===== src/rtl/mivc_pkg.sv =====
package mivc_pkg;
  function automatic int unsigned words_for(int unsigned n, int unsigned w);
    return (n + w - 1) / w;
  endfunction
endpackage


===== src/rtl/mivc_rst_sync.sv =====
module mivc_rst_sync (
  input  logic clk,
  input  logic rst_n,
  output logic rst_sync_n
);
  logic [1:0] sync_q;

  always_ff @(posedge clk or negedge rst_n) begin
    if (!rst_n) sync_q <= 2'b00;
    else        sync_q <= {sync_q[0], 1'b1};
  end

  assign rst_sync_n = sync_q[1];
endmodule


===== src/rtl/mivc_src_bank.sv =====
module mivc_src_bank #(
  parameter int unsigned NUM_SRC   = 20,
  parameter int unsigned WORD_W    = 16,
  parameter int unsigned NUM_WORDS = 2,
  parameter int unsigned ADDR_W    = 2
) (
  input  logic               clk,
  input  logic               rst_n,
  input  logic [NUM_SRC-1:0] evt_i,
  input  logic [NUM_SRC-1:0] clr_i,
  input  logic               wr_en,
  input  logic [ADDR_W-1:0]  wr_addr,
  input  logic [WORD_W-1:0]  wr_data,
  output logic [NUM_SRC-1:0] pend_o,
  output logic [NUM_SRC-1:0] mask_o
);
  logic [NUM_SRC-1:0] pend_q, pend_d, mask_q, mask_d;
  logic [NUM_SRC-1:0] mask_we, pend_we, wr_bit;
  logic               pend_ce, mask_ce;

  // per-line write decode: line k sits in word k/WORD_W, bit k%WORD_W
  for (genvar k = 0; k < NUM_SRC; k++) begin : g_dec
    localparam int unsigned WRD = k / WORD_W;
    localparam int unsigned BIT = k % WORD_W;
    assign mask_we[k] = wr_en && (wr_addr == ADDR_W'(WRD));
    assign pend_we[k] = wr_en && (wr_addr == ADDR_W'(NUM_WORDS + WRD));
    assign wr_bit[k]  = wr_data[BIT];
  end

  // next state: write, then read clear, then event
  always_comb begin
    pend_d = pend_q;
    mask_d = mask_q;
    for (int k = 0; k < NUM_SRC; k++) begin
      if (mask_we[k]) mask_d[k] = wr_bit[k];
      if (pend_we[k]) pend_d[k] = wr_bit[k];
      if (clr_i[k])   pend_d[k] = 1'b0;
      if (evt_i[k])   pend_d[k] = 1'b1;
    end
  end

  assign pend_ce = (|evt_i) || (|clr_i) || (|pend_we);
  assign mask_ce = |mask_we;

  always_ff @(posedge clk or negedge rst_n) begin
    if (!rst_n) begin
      pend_q <= '0;
      mask_q <= '0;
    end else begin
      if (pend_ce) pend_q <= pend_d;
      if (mask_ce) mask_q <= mask_d;
    end
  end

  assign pend_o = pend_q;
  assign mask_o = mask_q;

  for (genvar k = 0; k < NUM_SRC; k++) begin : g_chk
    p_evt_sets_r2: assert property (@(posedge clk) disable iff (!rst_n)
      evt_i[k] |=> pend_q[k]);
    p_pend_sticky_r2: assert property (@(posedge clk) disable iff (!rst_n)
      pend_q[k] && !clr_i[k] && !pend_we[k] |=> pend_q[k]);
    p_rd_clear_r6: assert property (@(posedge clk) disable iff (!rst_n)
      clr_i[k] && !evt_i[k] |=> !pend_q[k]);
    p_evt_wins_r7: assert property (@(posedge clk) disable iff (!rst_n)
      clr_i[k] && evt_i[k] |=> pend_q[k]);
  end
endmodule


===== src/rtl/mivc_prio_enc.sv =====
module mivc_prio_enc #(
  parameter int unsigned NUM_SRC = 20,
  parameter int unsigned IDX_W   = 5
) (
  input  logic [NUM_SRC-1:0] req_i,
  output logic               valid_o,
  output logic [IDX_W-1:0]   idx_o
);
  // ascending scan: the last set bit seen is the highest ranked
  always_comb begin
    idx_o = '0;
    for (int i = 0; i < NUM_SRC; i++) begin
      if (req_i[i]) idx_o = IDX_W'(i);
    end
  end

  assign valid_o = |req_i;
endmodule


===== src/rtl/mivc_vector_reg.sv =====
module mivc_vector_reg #(
  parameter int unsigned NUM_SRC = 20,
  parameter int unsigned IDX_W   = 5,
  parameter int unsigned CODE_W  = 8
) (
  input  logic               clk,
  input  logic               rst_n,
  input  logic               rd_stb_i,
  input  logic               sel_valid_i,
  input  logic [IDX_W-1:0]   sel_idx_i,
  output logic [CODE_W-1:0]  code_o,
  output logic [NUM_SRC-1:0] clr_o
);
  logic [CODE_W-1:0] code_q, code_d;
  logic              code_ce;

  assign code_d  = sel_valid_i ? (CODE_W'(sel_idx_i) + CODE_W'(1)) : '0;
  assign code_ce = rd_stb_i;

  always_ff @(posedge clk or negedge rst_n) begin
    if (!rst_n)       code_q <= '0;
    else if (code_ce) code_q <= code_d;
  end

  for (genvar k = 0; k < NUM_SRC; k++) begin : g_clr
    assign clr_o[k] = rd_stb_i && sel_valid_i && (sel_idx_i == IDX_W'(k));
  end

  assign code_o = code_q;

  p_code_range_r4: assert property (@(posedge clk) disable iff (!rst_n)
    rd_stb_i && sel_valid_i |=> (code_q != '0) && (code_q <= CODE_W'(NUM_SRC)));
endmodule


===== src/rtl/mivc_top.sv =====
module mivc_top #(
  parameter int unsigned NUM_SRC   = 20,
  parameter int unsigned WORD_W    = 16,
  parameter int unsigned CODE_W    = 8,
  parameter int unsigned NUM_WORDS = mivc_pkg::words_for(NUM_SRC, WORD_W),
  parameter int unsigned ADDR_W    = $clog2(2 * NUM_WORDS)
) (
  input  logic               clk,
  input  logic               rst_n,
  input  logic [NUM_SRC-1:0] evt_i,
  input  logic               reg_wr_en,
  input  logic [ADDR_W-1:0]  reg_addr,
  input  logic [WORD_W-1:0]  reg_wdata,
  output logic [WORD_W-1:0]  reg_rdata,
  input  logic               vec_rd_stb,
  output logic [CODE_W-1:0]  vec_code_o,
  output logic               summary_o
);
  localparam int unsigned IDX_W = (NUM_SRC > 1) ? $clog2(NUM_SRC) : 1;
  localparam int unsigned PAD_W = NUM_WORDS * WORD_W;

  logic               rst_i_n;
  logic [NUM_SRC-1:0] pend, mask, req, clr;
  logic               sel_valid;
  logic [IDX_W-1:0]   sel_idx;
  logic [PAD_W-1:0]   pend_pad, mask_pad;

  mivc_rst_sync u_rst (
    .clk        (clk),
    .rst_n      (rst_n),
    .rst_sync_n (rst_i_n)
  );

  mivc_src_bank #(
    .NUM_SRC   (NUM_SRC),
    .WORD_W    (WORD_W),
    .NUM_WORDS (NUM_WORDS),
    .ADDR_W    (ADDR_W)
  ) u_bank (
    .clk     (clk),
    .rst_n   (rst_i_n),
    .evt_i   (evt_i),
    .clr_i   (clr),
    .wr_en   (reg_wr_en),
    .wr_addr (reg_addr),
    .wr_data (reg_wdata),
    .pend_o  (pend),
    .mask_o  (mask)
  );

  assign req = pend & mask;

  mivc_prio_enc #(
    .NUM_SRC (NUM_SRC),
    .IDX_W   (IDX_W)
  ) u_enc (
    .req_i   (req),
    .valid_o (sel_valid),
    .idx_o   (sel_idx)
  );

  mivc_vector_reg #(
    .NUM_SRC (NUM_SRC),
    .IDX_W   (IDX_W),
    .CODE_W  (CODE_W)
  ) u_vec (
    .clk         (clk),
    .rst_n       (rst_i_n),
    .rd_stb_i    (vec_rd_stb),
    .sel_valid_i (sel_valid),
    .sel_idx_i   (sel_idx),
    .code_o      (vec_code_o),
    .clr_o       (clr)
  );

  // readback, zero-padded to whole words
  assign pend_pad = PAD_W'(pend);
  assign mask_pad = PAD_W'(mask);

  always_comb begin
    reg_rdata = '0;
    for (int w = 0; w < int'(NUM_WORDS); w++) begin
      if (reg_addr == ADDR_W'(w))             reg_rdata = mask_pad[w*WORD_W +: WORD_W];
      if (reg_addr == ADDR_W'(NUM_WORDS + w)) reg_rdata = pend_pad[w*WORD_W +: WORD_W];
    end
  end

  assign summary_o = |pend;

  p_highest_r4: assert property (@(posedge clk) disable iff (!rst_i_n)
    sel_valid |-> req[sel_idx] && ((req >> sel_idx) == NUM_SRC'(1)));
  p_idle_code_r5: assert property (@(posedge clk) disable iff (!rst_i_n)
    vec_rd_stb && !(|req) |=> vec_code_o == '0);
  p_summary_hold_r9: assert property (@(posedge clk) disable iff (!rst_i_n)
    summary_o && !vec_rd_stb && !reg_wr_en |=> summary_o);
  p_summary_rise_r9: assert property (@(posedge clk) disable iff (!rst_i_n)
    (|evt_i) |=> summary_o);
endmodule


===== config.mk =====
export PLATFORM = sky130hd
export DESIGN_NAME = mivc_top
export DESIGN_NICKNAME = d
export VERILOG_FILES = /design/src/rtl/mivc_pkg.sv /design/src/rtl/mivc_rst_sync.sv /design/src/rtl/mivc_src_bank.sv /design/src/rtl/mivc_prio_enc.sv /design/src/rtl/mivc_vector_reg.sv /design/src/rtl/mivc_top.sv
export SDC_FILE = /design/constraint.sdc
export NUM_CORES = 1
export LEC_CHECK = 0
export BUFFER_PORTS_ARGS = -buffer_cell sky130_fd_sc_hd__buf_2
export CORE_MARGIN = 2
export CORE_UTILIZATION = 49
export DETAILED_ROUTE_END_ITERATION = 7
export HOLD_SLACK_MARGIN = 0.02
export PLACE_DENSITY = 0.86
export SLEW_MARGIN = 20
export SYNTH_ARGS = -nofsm -noshare
export SYNTH_HDL_FRONTEND = slang
export SYNTH_HIERARCHICAL = 1
export SYNTH_SLANG_ARGS = --single-unit

===== constraint.sdc =====
create_clock -name clk -period 1.44 [get_ports clk]
set_input_delay 0.144 -clock clk [delete_from_list [all_inputs] [get_ports clk]]
set_output_delay 0.144 -clock clk [all_outputs]
set_load 0.03 [all_outputs]

==> results of run 1 <==
[registers in the layout (all words and copies together) (netlist names)]
signal and cells:
u_bank/pend_o 20, u_bank/mask_o 20, u_rst/sync_q 2, u_vec/code_o 6
[cells in the final DEF (no fill, tap or decap), types with 12 or more instances in the layout]
| cell type | Yosys | routed |
|---|---|---|
| dfrtp_1 | 48 | 47 |
| o21bai_1 | 20 | 20 |
| mux2_2 | 20 | 20 |
| mux2i_1 | 32 | 29 |
| buf_4 | 4 | 64 |
| and2_1 | 24 | 14 |
| buf_2 | 1 | 58 |
| buf_6 | 3 | 16 |
| nor2_1 | 33 | 17 |
| nor2_4 | 0 | 12 |
[cell usage after synthesis (4+ instances only)]
cell,number,share of area
dfrtp_1,48,0.41
nor2_1,33,0.042
mux2i_1,32,0.11
and2_1,24,0.051
mux2_2,20,0.077
o21bai_1,20,0.051
inv_1,12,0.015
nor4_1,8,0.017
ha_1,5,0.021
nand3_1,5,0.0085
and3_1,4,0.0085
buf_4,4,0.010
mux4_2,4,0.031
nand2_1,4,0.0051
nand2_2,4,0.0085
nand3b_1,4,0.010
o21ai_0,4,0.0068
[stage by stage]
step                      power, µW  hold WS [ns]  setup slack [ns]  TNS (ns)
after global routing           5520        0.0230             -1.01    -25.28
final                          5270        0.0363            -0.964    -23.76
after floorplan                2840        -0.152            -0.785    -12.73
after CTS                      4770        0.0297            -0.816    -19.14
after global placement         3570       -0.0712            -0.783    -17.54
after detailed placement       3640       -0.0697            -0.873    -19.38
[critical path: stages (launching register included)]
cell and delay (ns):
dfrtp_1 0.42, and2_1 0.19, or4_4 0.55, o21ai_4 0.19, o31ai_4 0.10, buf_4 0.15
buf_6 0.13, inv_6 0.07, ha_4 0.16, nand2_8 0.08, nor3_4 0.14, o21bai_1 0.09
[metal layers]
metal	track usage	part of all wire	up-vias
met5	0	0	-
met4	0.122	0.052	0
met3	0.0289	0.065	45
met2	0.490	0.50	161
met1	0.359	0.38	1389
li1	-	-	1252
[power breakdown]
group / switching [µW] / leakage (µW) / internal (µW)
clock: 438 / 0.0000410 / 331
combinational: 1490 / 0.00156 / 1340
sequential: 117 / 0.000518 / 1550
total: 2050 / 0.00212 / 3220
[cell families after synthesis]
group | Yosys count | share of synthesized area
other | 2 | 0.00257
AO/OA/AOI/OAI | 37 | 0.0889
AND/OR/NAND/NOR | 103 | 0.202
multiplexers | 56 | 0.217
buffers and inverters | 24 | 0.0521
adder cells (fa/ha/maj) | 5 | 0.0214
XOR/XNOR | 2 | 0.00598
flip-flops | 48 | 0.410
[path summary, 6_finish.rpt]
| check | to | slack [ns] | startpoint |
|---|---|---|---|
| min reg2reg | u_bank/mask_o[15] | 0.24 | u_rst/sync_q[1] |
| max reg2reg | u_bank/pend_o[0] | -0.96 | u_bank/mask_o[15] |
| max in group asynchronous | u_bank/mask_o[12] | 0.98 | u_rst/sync_q[1] |
| max | u_bank/pend_o[0] | -0.96 | u_bank/mask_o[15] |
| min in group asynchronous | u_rst/sync_q[1] | 0.15 | rst_n |
| min | u_bank/pend_o[6] | 0.04 | evt_i[6] |
[cell type report]
cell class	instances	share of cell area
Timing Repair Buffer	143	0.231
Clock buffer	6	0.0161
Multi-Input combinational cell	206	0.453
Tap cell	75	0.0208
Clock inverter	1	0.00111
Inverter	12	0.0111
Sequential cell	48	0.267
[timing repair]
item | in CTS | in global routing
hold endpoints to repair | 2 | 0
buffers inserted | 6 | 8
endpoints found under the setup margin | 31 | 34
gates resized for setup | 62 | 48
pin swaps | 22 | 24
hold buffers | 1 | 0
==> results by group, run 1 <==
Cells and area
  – Multi-input combinational cell area: slightly above 2000 µm²
  – Area Overhead vs Synth: 53.9%
  – Number of fill cells: roughly 330
  – Post-layout util: 0.770
  – Number of diodes: 0
  – Register area: ~1200 µm²
  – Final Cell Area: about 4500 µm²
  – Post-route insts no fill: between 400 and 500
  – Nets@finish: ~460
  – Share of post-route cells with drive strength above 1: 0.594

Logic synthesis
  – Main synth FF type: dfrtp_1
  – Synth async-reset ratio: 1.00
  – Mapped cell area: 2930 µm²
  – Post-Syn Instances: 277
  – Seq/Total Area, Yosys: 0.410
  – Syn Area/Cell: around 11 µm²
  – Synth warnings: 6
  – Distinct cell type count after synthesis: 45
  – EDFF count, synth: 0
  – #FFs+latches synth: 48

Placement
  – DPL Wire Length: 6200 µm
  – Placer Congestion: a little under 0.9
  – Area after DPL: roughly 3800 µm²
  – Placed cells: 474
  – IO Port Bufs: 64

Drt
  – Detailed-route vias per instance: ~5.8
  – Final antenna-violating net count: 0
  – Initial detailed-routing violation count: 202
  – Pre-antenna DRT Iters: 5
  – Post-Route WL: roughly 10000 µm
  – Drt drc: 0
  – Vias: roughly 2800
  – Routed length per instance: between 20 and 25 µm

STA
  – Final Max Tran Viols: 0
  – # setup viols final: 31
  – Clock skew: 0.00946 ns
  – Final Hold Fails: 0
  – Final worst slack: -0.964 ns
  – Tmin final: 2.40 ns
  – Tcrit/Tclk final: 1.67
  – Max Freq: 0.416 GHz
  – RSZ-0062 raised after global routing: true

Global route
  – Global-route wire length before repair: 13900 µm
  – Total track usage: 0.283
  – Vias in the first global route: around 2800
  – Initial antenna violation count: 0
  – Largest net degree at the start of global routing: 47
  – GRT overflow: 0

Run status
  – Failing checks: setup timing
  – Status: finished with violations

Pwr
  – Max VDD drop: slightly below 0.9 mV
  – LEAKAGE: ~0.0021 µW
  – Power per cell area: 1170 nW/µm²

Floorplanning
  – Die area: 6610 µm²
  – IO Pins: 67
  – Row cnt: 28
  – Die boundary width: 81.3 µm
  – Die Span Y: between 80 and 90 µm
  – Initial Utilization: 0.500
  – Core area: roughly 5900 µm²

Clocking
  – TritonCTS clock tree: yes
  – CTS Buf Count: 5
  – Root Buffer: clkbuf_8
  – H-tree depth: 2
  – CTS Buffer Depth: 2
  – Clk_lat worst skew: about 0.31 ns
  – Clock-pin slew on the worst setup and hold paths: around 0.09 ns
  – Sink Count: 48

Setup path
  – Worst r2r path cells: 11
  – Critical Path RT: 1.63 ns
  – CP arrival: 2.59 ns
  – Critical Path Sink Type: register
  – Worst Path Max Fanout: 4
  – Critical Path Start Type: register
  – CP Class: register to register

Hold path
  – WHS Path Cells: 2
  – Worst min path class: input port to register

Flow run
  – MaxCap Viol Count: 0
Note: power is estimated with default switching activity, not from simulation.
==> run 2, diff against run 1 <==
--- a/config.mk
+++ b/config.mk
@@ -7,10 +7,11 @@
 export LEC_CHECK = 0
 export BUFFER_PORTS_ARGS = -buffer_cell sky130_fd_sc_hd__buf_2
 export CORE_MARGIN = 2
-export CORE_UTILIZATION = 49
+export CORE_UTILIZATION = 35
 export DETAILED_ROUTE_END_ITERATION = 7
 export HOLD_SLACK_MARGIN = 0.02
-export PLACE_DENSITY = 0.86
+export PLACE_DENSITY = 0.68
+export RECOVER_POWER = 50
 export SLEW_MARGIN = 20
 export SYNTH_ARGS = -nofsm -noshare
 export SYNTH_HDL_FRONTEND = slang
==> run 2 against run 1 <==
  * The run still ends with setup timing left
  * Clock skew increased by 0.0015 ns
  * Sequential power about the same
  * Via count decreased by 8.1%
  * Design area increased by 1.1%
  * Non-clock buffer count decreased by 1
  * First-iteration DRC count decreased by 36%
  * Die area increased by 38%
  * Worst setup slack improved by 0.10 ns
  * Final cell count increased by 6.1%
  * Global-route usage decreased by 8.8 points
  * Largest power group unchanged
==> results by group, run 2 (synthesis results as in run 1) <==
Run status
  – Status: finished with violations (unchanged)
  – Failing checks: setup timing (unchanged)

Drt
  – Final antenna-violating net count: 0 (unchanged)
  – Routed length per instance: 17.0 µm (was 20.8 µm)
  – Pre-antenna DRT Iters: 4 (was 5)
  – Vias: 2616 (was 2847)
  – Initial detailed-routing violation count: 130 (was 202)
  – Detailed-route vias per instance: 5.02 (was 5.80)
  – Drt drc: 0 (unchanged)
  – Post-Route WL: 8880 µm (was 10200 µm)

Floorplanning
  – IO Pins: 67 (unchanged)
  – Die boundary width: 95.5 µm (was 81.3 µm)
  – Core area: 8180 µm² (was 5850 µm²)
  – Row cnt: 33 (was 28)
  – Die area: 9110 µm² (was 6610 µm²)
  – Die Span Y: 95.5 µm (was 81.3 µm)
  – Initial Utilization: 0.358 (was 0.500)

STA
  – Tmin final: 2.30 ns (was 2.40 ns)
  – RSZ-0062 raised after global routing: true (unchanged)
  – Hold WS: 0.0451 ns (was 0.0363 ns)
  – # setup viols final: 31 (unchanged)
  – Final worst slack: -0.862 ns (was -0.964 ns)
  – Clock skew: 0.0109 ns (was 0.00946 ns)
  – Final Max Tran Viols: 0 (unchanged)
  – Final Hold Fails: 0 (unchanged)
  – Rel. slew slack: 0.293
  – Max Freq: 0.434 GHz (was 0.416 GHz)
  – Tcrit/Tclk final: 1.60 (was 1.67)
  – Worst-Margin Slew: between 1 and 1.5 ns

Pwr
  – Power per cell area: 1160 nW/µm² (was 1170 nW/µm²)
  – Design Power: 5300 µW (was 5270 µW)
  – Max VDD drop: 0.643 mV (was 0.889 mV)
  – LEAKAGE: 0.00215 µW (was 0.00212 µW)

Clocking
  – H-tree depth: 2 (unchanged)
  – Root Buffer: clkbuf_8 (unchanged)
  – Clk_lat worst skew: 0.30 ns (was 0.31 ns)
  – Clock-pin slew on the worst setup and hold paths: 0.09 ns (about the same)
  – Sink Count: 48 (unchanged)
  – CTS Buffer Depth: 2 (unchanged)
  – TritonCTS clock tree: yes (unchanged)
  – CTS Buf Count: 5 (unchanged)

Global route
  – Total track usage: 0.195 (was 0.283)
  – GRT overflow: 0 (unchanged)
  – Largest net degree at the start of global routing: 47 (unchanged)
  – Global-route wire length before repair: 13500 µm (was 13900 µm)
  – Initial antenna violation count: 0 (unchanged)
  – Vias in the first global route: 2646 (was 2771)

Placement
  – DPL Wire Length: 6510 µm (was 6200 µm)
  – Placer Congestion: 0.859 (was 0.892)
  – Placed cells: 500 (was 474)
  – IO Port Bufs: 64 (unchanged)

Cells and area
  – Nets@finish: 462 (was 463)
  – Share of post-route cells with drive strength above 1: 0.579 (was 0.594)
  – Most frequent cells in the layout: buf_4 (60), buf_2 (59), dfrtp_1 (47), mux2i_1 (30) (was buf_4 (64), buf_2 (58), dfrtp_1 (47), mux2i_1 (29))
  – Post-route insts no fill: 521 (was 491)
  – Area Overhead vs Synth: 55.6% (was 53.9%)
  – Number of diodes: 0 (unchanged)
  – Commonest non-fill, non-tap cell in the layout: buf_4 (unchanged)

Setup path
  – Critical Path RT: 1.63 ns (about the same)
  – CP Class: register to register (unchanged)
  – Worst Path Max Fanout: 3 (was 4)
  – Critical Path Sink Type: register (unchanged)
  – CP arrival: 2.49 ns (was 2.59 ns)
  – Reg-to-Reg Start: u_bank/pend_o[3] (was u_bank/mask_o[15])
  – Crit path launch: u_bank/pend_o[3] (was u_bank/mask_o[15])
  – Critical Path Start Type: register (unchanged)

Flow run
  – MaxCap Viol Count: 0 (unchanged)

Hold path
  – Worst min path class: input port to register (unchanged)
  – Hold Startpoint: evt_i[7] (was evt_i[6])
==> run 2: cell types whose count changed in the layout (fill, tap and decap cells not counted), moves of 2 or more <==
cell,previous run,this run
buf_4,64,60
nor4_2,3,1
buf_6,16,18
nor2_1,17,20
nand2b_4,1,3
nor2_4,12,10
nor4_4,3,6
and2_2,2,0
==> run 2: worst paths after layout <==
path	slack (ns)	depth (start not counted)	end
setup / recovery	-0.86	10	u_bank/pend_o[3]
max in group asynchronous	0.25	1	u_bank/mask_o[16]
min in group asynchronous	0.16	2	u_rst/sync_q[0]
setup reg to reg	-0.86	10	u_bank/pend_o[3]
hold / removal	0.05	2	u_bank/pend_o[7]
hold reg to reg	0.35	0	u_rst/sync_q[1]
==> run 2: layout make-up <==
type	count	area (µm²)
clock buffer	6	72.6
inverter	12	50.0
fill	716	3620
timing repair buffer	142	1020
sequential	48	1200
tap	105	131
multi-input combinational	206	2040
clock inverter	2	35.0
==> run 2: what timing repair did <==
action	4_1_cts	5_1_grt
hold buffers	1	0
buffers inserted	5	8
endpoints found under the hold margin	2	0
gates resized for setup	78	28
pin swaps	22	18
setup endpoints to repair	31	33
cloned	0	0
==> run 2: power by group <==
part	switching [µW]	internal [µW]	total [µW]
Clock	452	516	968
Sequential	114	1550	1660
Combinational	1370	1300	2670
==> run 2: worst max-delay path: stages, from the launching register on <==
cell and delay [ns]:
dfrtp_1 0.37, and2_1 0.23, nor2_1 0.10, a221oi_4 0.34, nor3_4 0.08, o31ai_4 0.23, ha_2 0.25, nand4_1 0.18
buf_4 0.21, nor3_4 0.12, o21bai_1 0.07
==> run 2: metrics by stage <==
| step | TNS, ns | util | area [µm²] | setup slack (ns) |
|---|---|---|---|---|
| floorplan | -12.73 | - | 2990 | -0.785 |
| global placement | -18.17 | 0.472 | 3860 | -0.798 |
| detailed placement | -18.95 | 0.472 | 3860 | -0.828 |
| CTS | -18.55 | 0.534 | 4370 | -0.803 |
| global route | -22.68 | 0.557 | 4560 | -0.925 |
| finish | -20.39 | 0.557 | 4560 | -0.862 |
==> run 2: metal layers <==
metal,wire (µm),global-route usage,vias up
li1,-,-,1258
met1,4040,0.265,1283
met2,4490,0.337,63
met3,270,0.0269,12
met4,77,0.0357,0
met5,0,0,-
==> run 3, diff against run 2 <==
--- a/config.mk
+++ b/config.mk
@@ -12,6 +12,7 @@
 export HOLD_SLACK_MARGIN = 0.02
 export PLACE_DENSITY = 0.68
 export RECOVER_POWER = 50
+export SKIP_LAST_GASP = 1
 export SLEW_MARGIN = 20
 export SYNTH_ARGS = -nofsm -noshare
 export SYNTH_HDL_FRONTEND = slang
==> run 3 against run 2 <==
  * The run still ends with setup timing left
  * Design area fell by 1.9%
  * Power fell by 2.5%
  * Register-to-register slack barely moved
  * Worst setup slack got worse by 0.0069 ns
  * Count of clock-buffer cells in the layout did not move
  * Critical path type unchanged
  * Critical endpoint unchanged
  * Largest cell class unchanged
==> results by group, run 3 (synthesis results as in run 1) <==
Placement
  – IO Port Bufs: 64 (unchanged)
  – Area after DPL: 3860 µm² (unchanged)
  – DPL Wire Length: 6510 µm (unchanged)
  – Placed cells: 500 (unchanged)
  – Placer Congestion: 0.859 (unchanged)

Cells and area
  – Number of fill cells: 729 (was 716)
  – Most frequent cells in the layout: buf_2 (59), buf_4 (57), dfrtp_1 (47), mux2i_1 (30) (was buf_4 (60), buf_2 (59), dfrtp_1 (47), mux2i_1 (30))
  – Number of diodes: 0 (unchanged)
  – Nets@finish: 456 (was 462)
  – Area Overhead vs Synth: 52.6% (was 55.6%)
  – Commonest non-fill, non-tap cell in the layout: buf_2 (was buf_4)
  – Final Cell Area: 4470 µm² (was 4560 µm²)
  – Share of post-route cells with drive strength above 1: 0.573 (was 0.579)
  – Post-route insts no fill: 515 (was 521)
  – Post-layout util: 0.547 (was 0.557)

STA
  – Clock skew: 0.00876 ns (was 0.0109 ns)
  – Final Hold Fails: 0 (unchanged)
  – Max Freq: 0.433 GHz (was 0.434 GHz)
  – Final worst slack: -0.869 ns (was -0.862 ns)
  – Setup_tns: -19.42 ns (was -20.39 ns)
  – Rel. slew slack: 0.296 (was 0.293)
  – Worst-Margin Slew: 1.06 ns (about the same)
  – Final Max Tran Viols: 0 (unchanged)
  – Tmin final: 2.31 ns (was 2.30 ns)
  – Tcrit/Tclk final: 1.60 (about the same)
  – # setup viols final: 31 (unchanged)
  – RSZ-0062 raised after global routing: true (unchanged)

Floorplanning
  – Die Span Y: 95.5 µm (unchanged)
  – Die area: 9110 µm² (unchanged)
  – Core area: 8180 µm² (unchanged)
  – Die boundary width: 95.5 µm (unchanged)
  – Initial Utilization: 0.358 (unchanged)
  – IO Pins: 67 (unchanged)
  – Row cnt: 33 (unchanged)

Global route
  – Global-route wire length before repair: 13400 µm (was 13500 µm)
  – Most used routing layer in global routing: met2 (unchanged)
  – Total track usage: 0.194 (was 0.195)
  – GRT overflow: 0 (unchanged)
  – Vias in the first global route: 2637 (was 2646)
  – Initial antenna violation count: 0 (unchanged)
  – Largest net degree at the start of global routing: 47 (unchanged)
  – Routing usage on met2: 0.335 (was 0.337)
  – Met3 Resource Use GR: 0.0261 (was 0.0269)
  – Met1 Use GR: 0.265 (about the same)

Pwr
  – Cell-internal power: 3280 µW (was 3360 µW)
  – Switching share of power: 0.366 (about the same)
  – NetSw: 1890 µW (was 1940 µW)
  – Design Power: 5170 µW (was 5300 µW)
  – LEAKAGE: 0.00211 µW (was 0.00215 µW)
  – Max VDD drop: 0.675 mV (was 0.643 mV)
  – Sequential share of power: 0.322 (was 0.313)
  – Power per cell area: 1160 nW/µm² (about the same)
  – Power share of the clock group: 0.187 (was 0.183)
  – Logic pwr share: 0.491 (was 0.504)

Setup path
  – Worst r2r path cells: 10 (unchanged)
  – Critical Path Start Type: register (unchanged)
  – CP Class: register to register (unchanged)
  – Critical Path RT: 1.63 ns (about the same)
  – R2r setup slk: -0.87 ns (was -0.86 ns)
  – Worst Path Max Fanout: 3 (unchanged)
  – Critical Path Sink Type: register (unchanged)
  – Reg-to-Reg Start: u_bank/pend_o[2] (was u_bank/pend_o[3])
  – CP arrival: 2.50 ns (was 2.49 ns)
  – Capturing point of the worst reg2reg path: u_bank/pend_o[3] (unchanged)

Hold path
  – Hold Startpoint: evt_i[1] (was evt_i[7])
  – WHS Path Cells: 2 (unchanged)
  – Worst min path class: input port to register (unchanged)
  – Hold Crit Endpoint: u_bank/pend_o[1] (was u_bank/pend_o[7])

Drt
  – Initial detailed-routing violation count: 107 (was 130)
  – Drt drc: 0 (unchanged)
  – Final antenna-violating net count: 0 (unchanged)
  – Routed length per instance: 16.9 µm (was 17.0 µm)
  – Pre-antenna DRT Iters: 4 (unchanged)
  – Post-Route WL: 8700 µm (was 8880 µm)
  – Vias: 2588 (was 2616)
  – Detailed-route vias per instance: 5.03 (was 5.02)

Flow run
  – MaxCap Viol Count: 0 (unchanged)

Clocking
  – CTS Buffer Depth: 2 (unchanged)
  – TritonCTS clock tree: yes (unchanged)
  – Root Buffer: clkbuf_8 (unchanged)
  – H-tree depth: 2 (unchanged)
  – Sink Count: 48 (unchanged)
  – Clk_lat worst skew: 0.29 ns (was 0.30 ns)
  – Clock-pin slew on the worst setup and hold paths: 0.09 ns (about the same)
  – CTS Buf Count: 5 (unchanged)

Run status
  – Failing checks: setup timing (unchanged)
  – Status: finished with violations (unchanged)
==> run 3: area by class of cell <==
class	count	area (µm²)	area share
multi-input combinational	206	2020	0.453
clock buffer	6	72.6	0.0162
sequential	48	1200	0.269
tap	105	131	0.0294
clock inverter	2	35.0	0.00784
timing repair buffer	136	957	0.214
inverter	12	47.5	0.0106
==> run 3: power by group through the flow <==
| stage | sequential (µW) | combinational (µW) | clock (µW) |
|---|---|---|---|
| 3_5_place_dp | 1680 | 1950 | 0 |
| 5_1_grt | 1690 | 2710 | 1050 |
| 6_report | 1660 | 2540 | 965 |
| 3_3_place_gp | 1670 | 1930 | 0 |
| 4_1_cts | 1660 | 2390 | 1010 |
| 2_1_floorplan | 1800 | 1040 | 0 |
==> run 3: worst max-delay path by stage <==
stage / startpoint / slack (ns) / end
global route: u_bank/mask_o[2] / -0.96 / u_bank/pend_o[3]
global placement: u_bank/pend_o[2] / -0.80 / u_bank/pend_o[3]
detailed placement: u_bank/pend_o[2] / -0.83 / u_vec/code_o[4]
CTS: u_bank/pend_o[11] / -0.81 / u_vec/code_o[4]
finish: u_bank/pend_o[2] / -0.87 / u_bank/pend_o[3]
floorplan: u_bank/pend_o[13] / -0.78 / u_vec/code_o[4]
==> run 3: layer usage <==
metal | wire (µm) | vias to the layer above
met2 | 4360 | 65
met4 | 74 | 0
met5 | 0 | -
li1 | - | 1244
met3 | 264 | 8
met1 | 3990 | 1271
==> run 3: per-stage QoR <==
| step | setup WS (ns) | hold WS (ns) |
|---|---|---|
| after global placement | -0.798 | -0.0705 |
| after detailed placement | -0.828 | -0.0676 |
| after floorplan | -0.785 | -0.152 |
| after global routing | -0.957 | 0.0302 |
| after CTS | -0.809 | 0.0323 |
| final | -0.869 | 0.0443 |
==> run 3: worst max-delay path: stages (launching register included) <==
cell	delay [ns]
dfrtp_1	0.39
and2_4	0.18
nand2b_4	0.14
a221oi_4	0.31
nor3_4	0.08
o31ai_4	0.21
ha_2	0.24
nand4_1	0.19
buf_4	0.21
nor3_2	0.16
o21bai_1	0.08
==> run 3: timing repair <==
action | 4_1_cts | 5_1_grt
hold buffers | 1 | 0
buffers inserted | 5 | 2
pin swaps | 22 | 9
endpoints found under the setup margin | 31 | 33
endpoints found under the hold margin | 2 | 0
resized for setup | 75 | 24
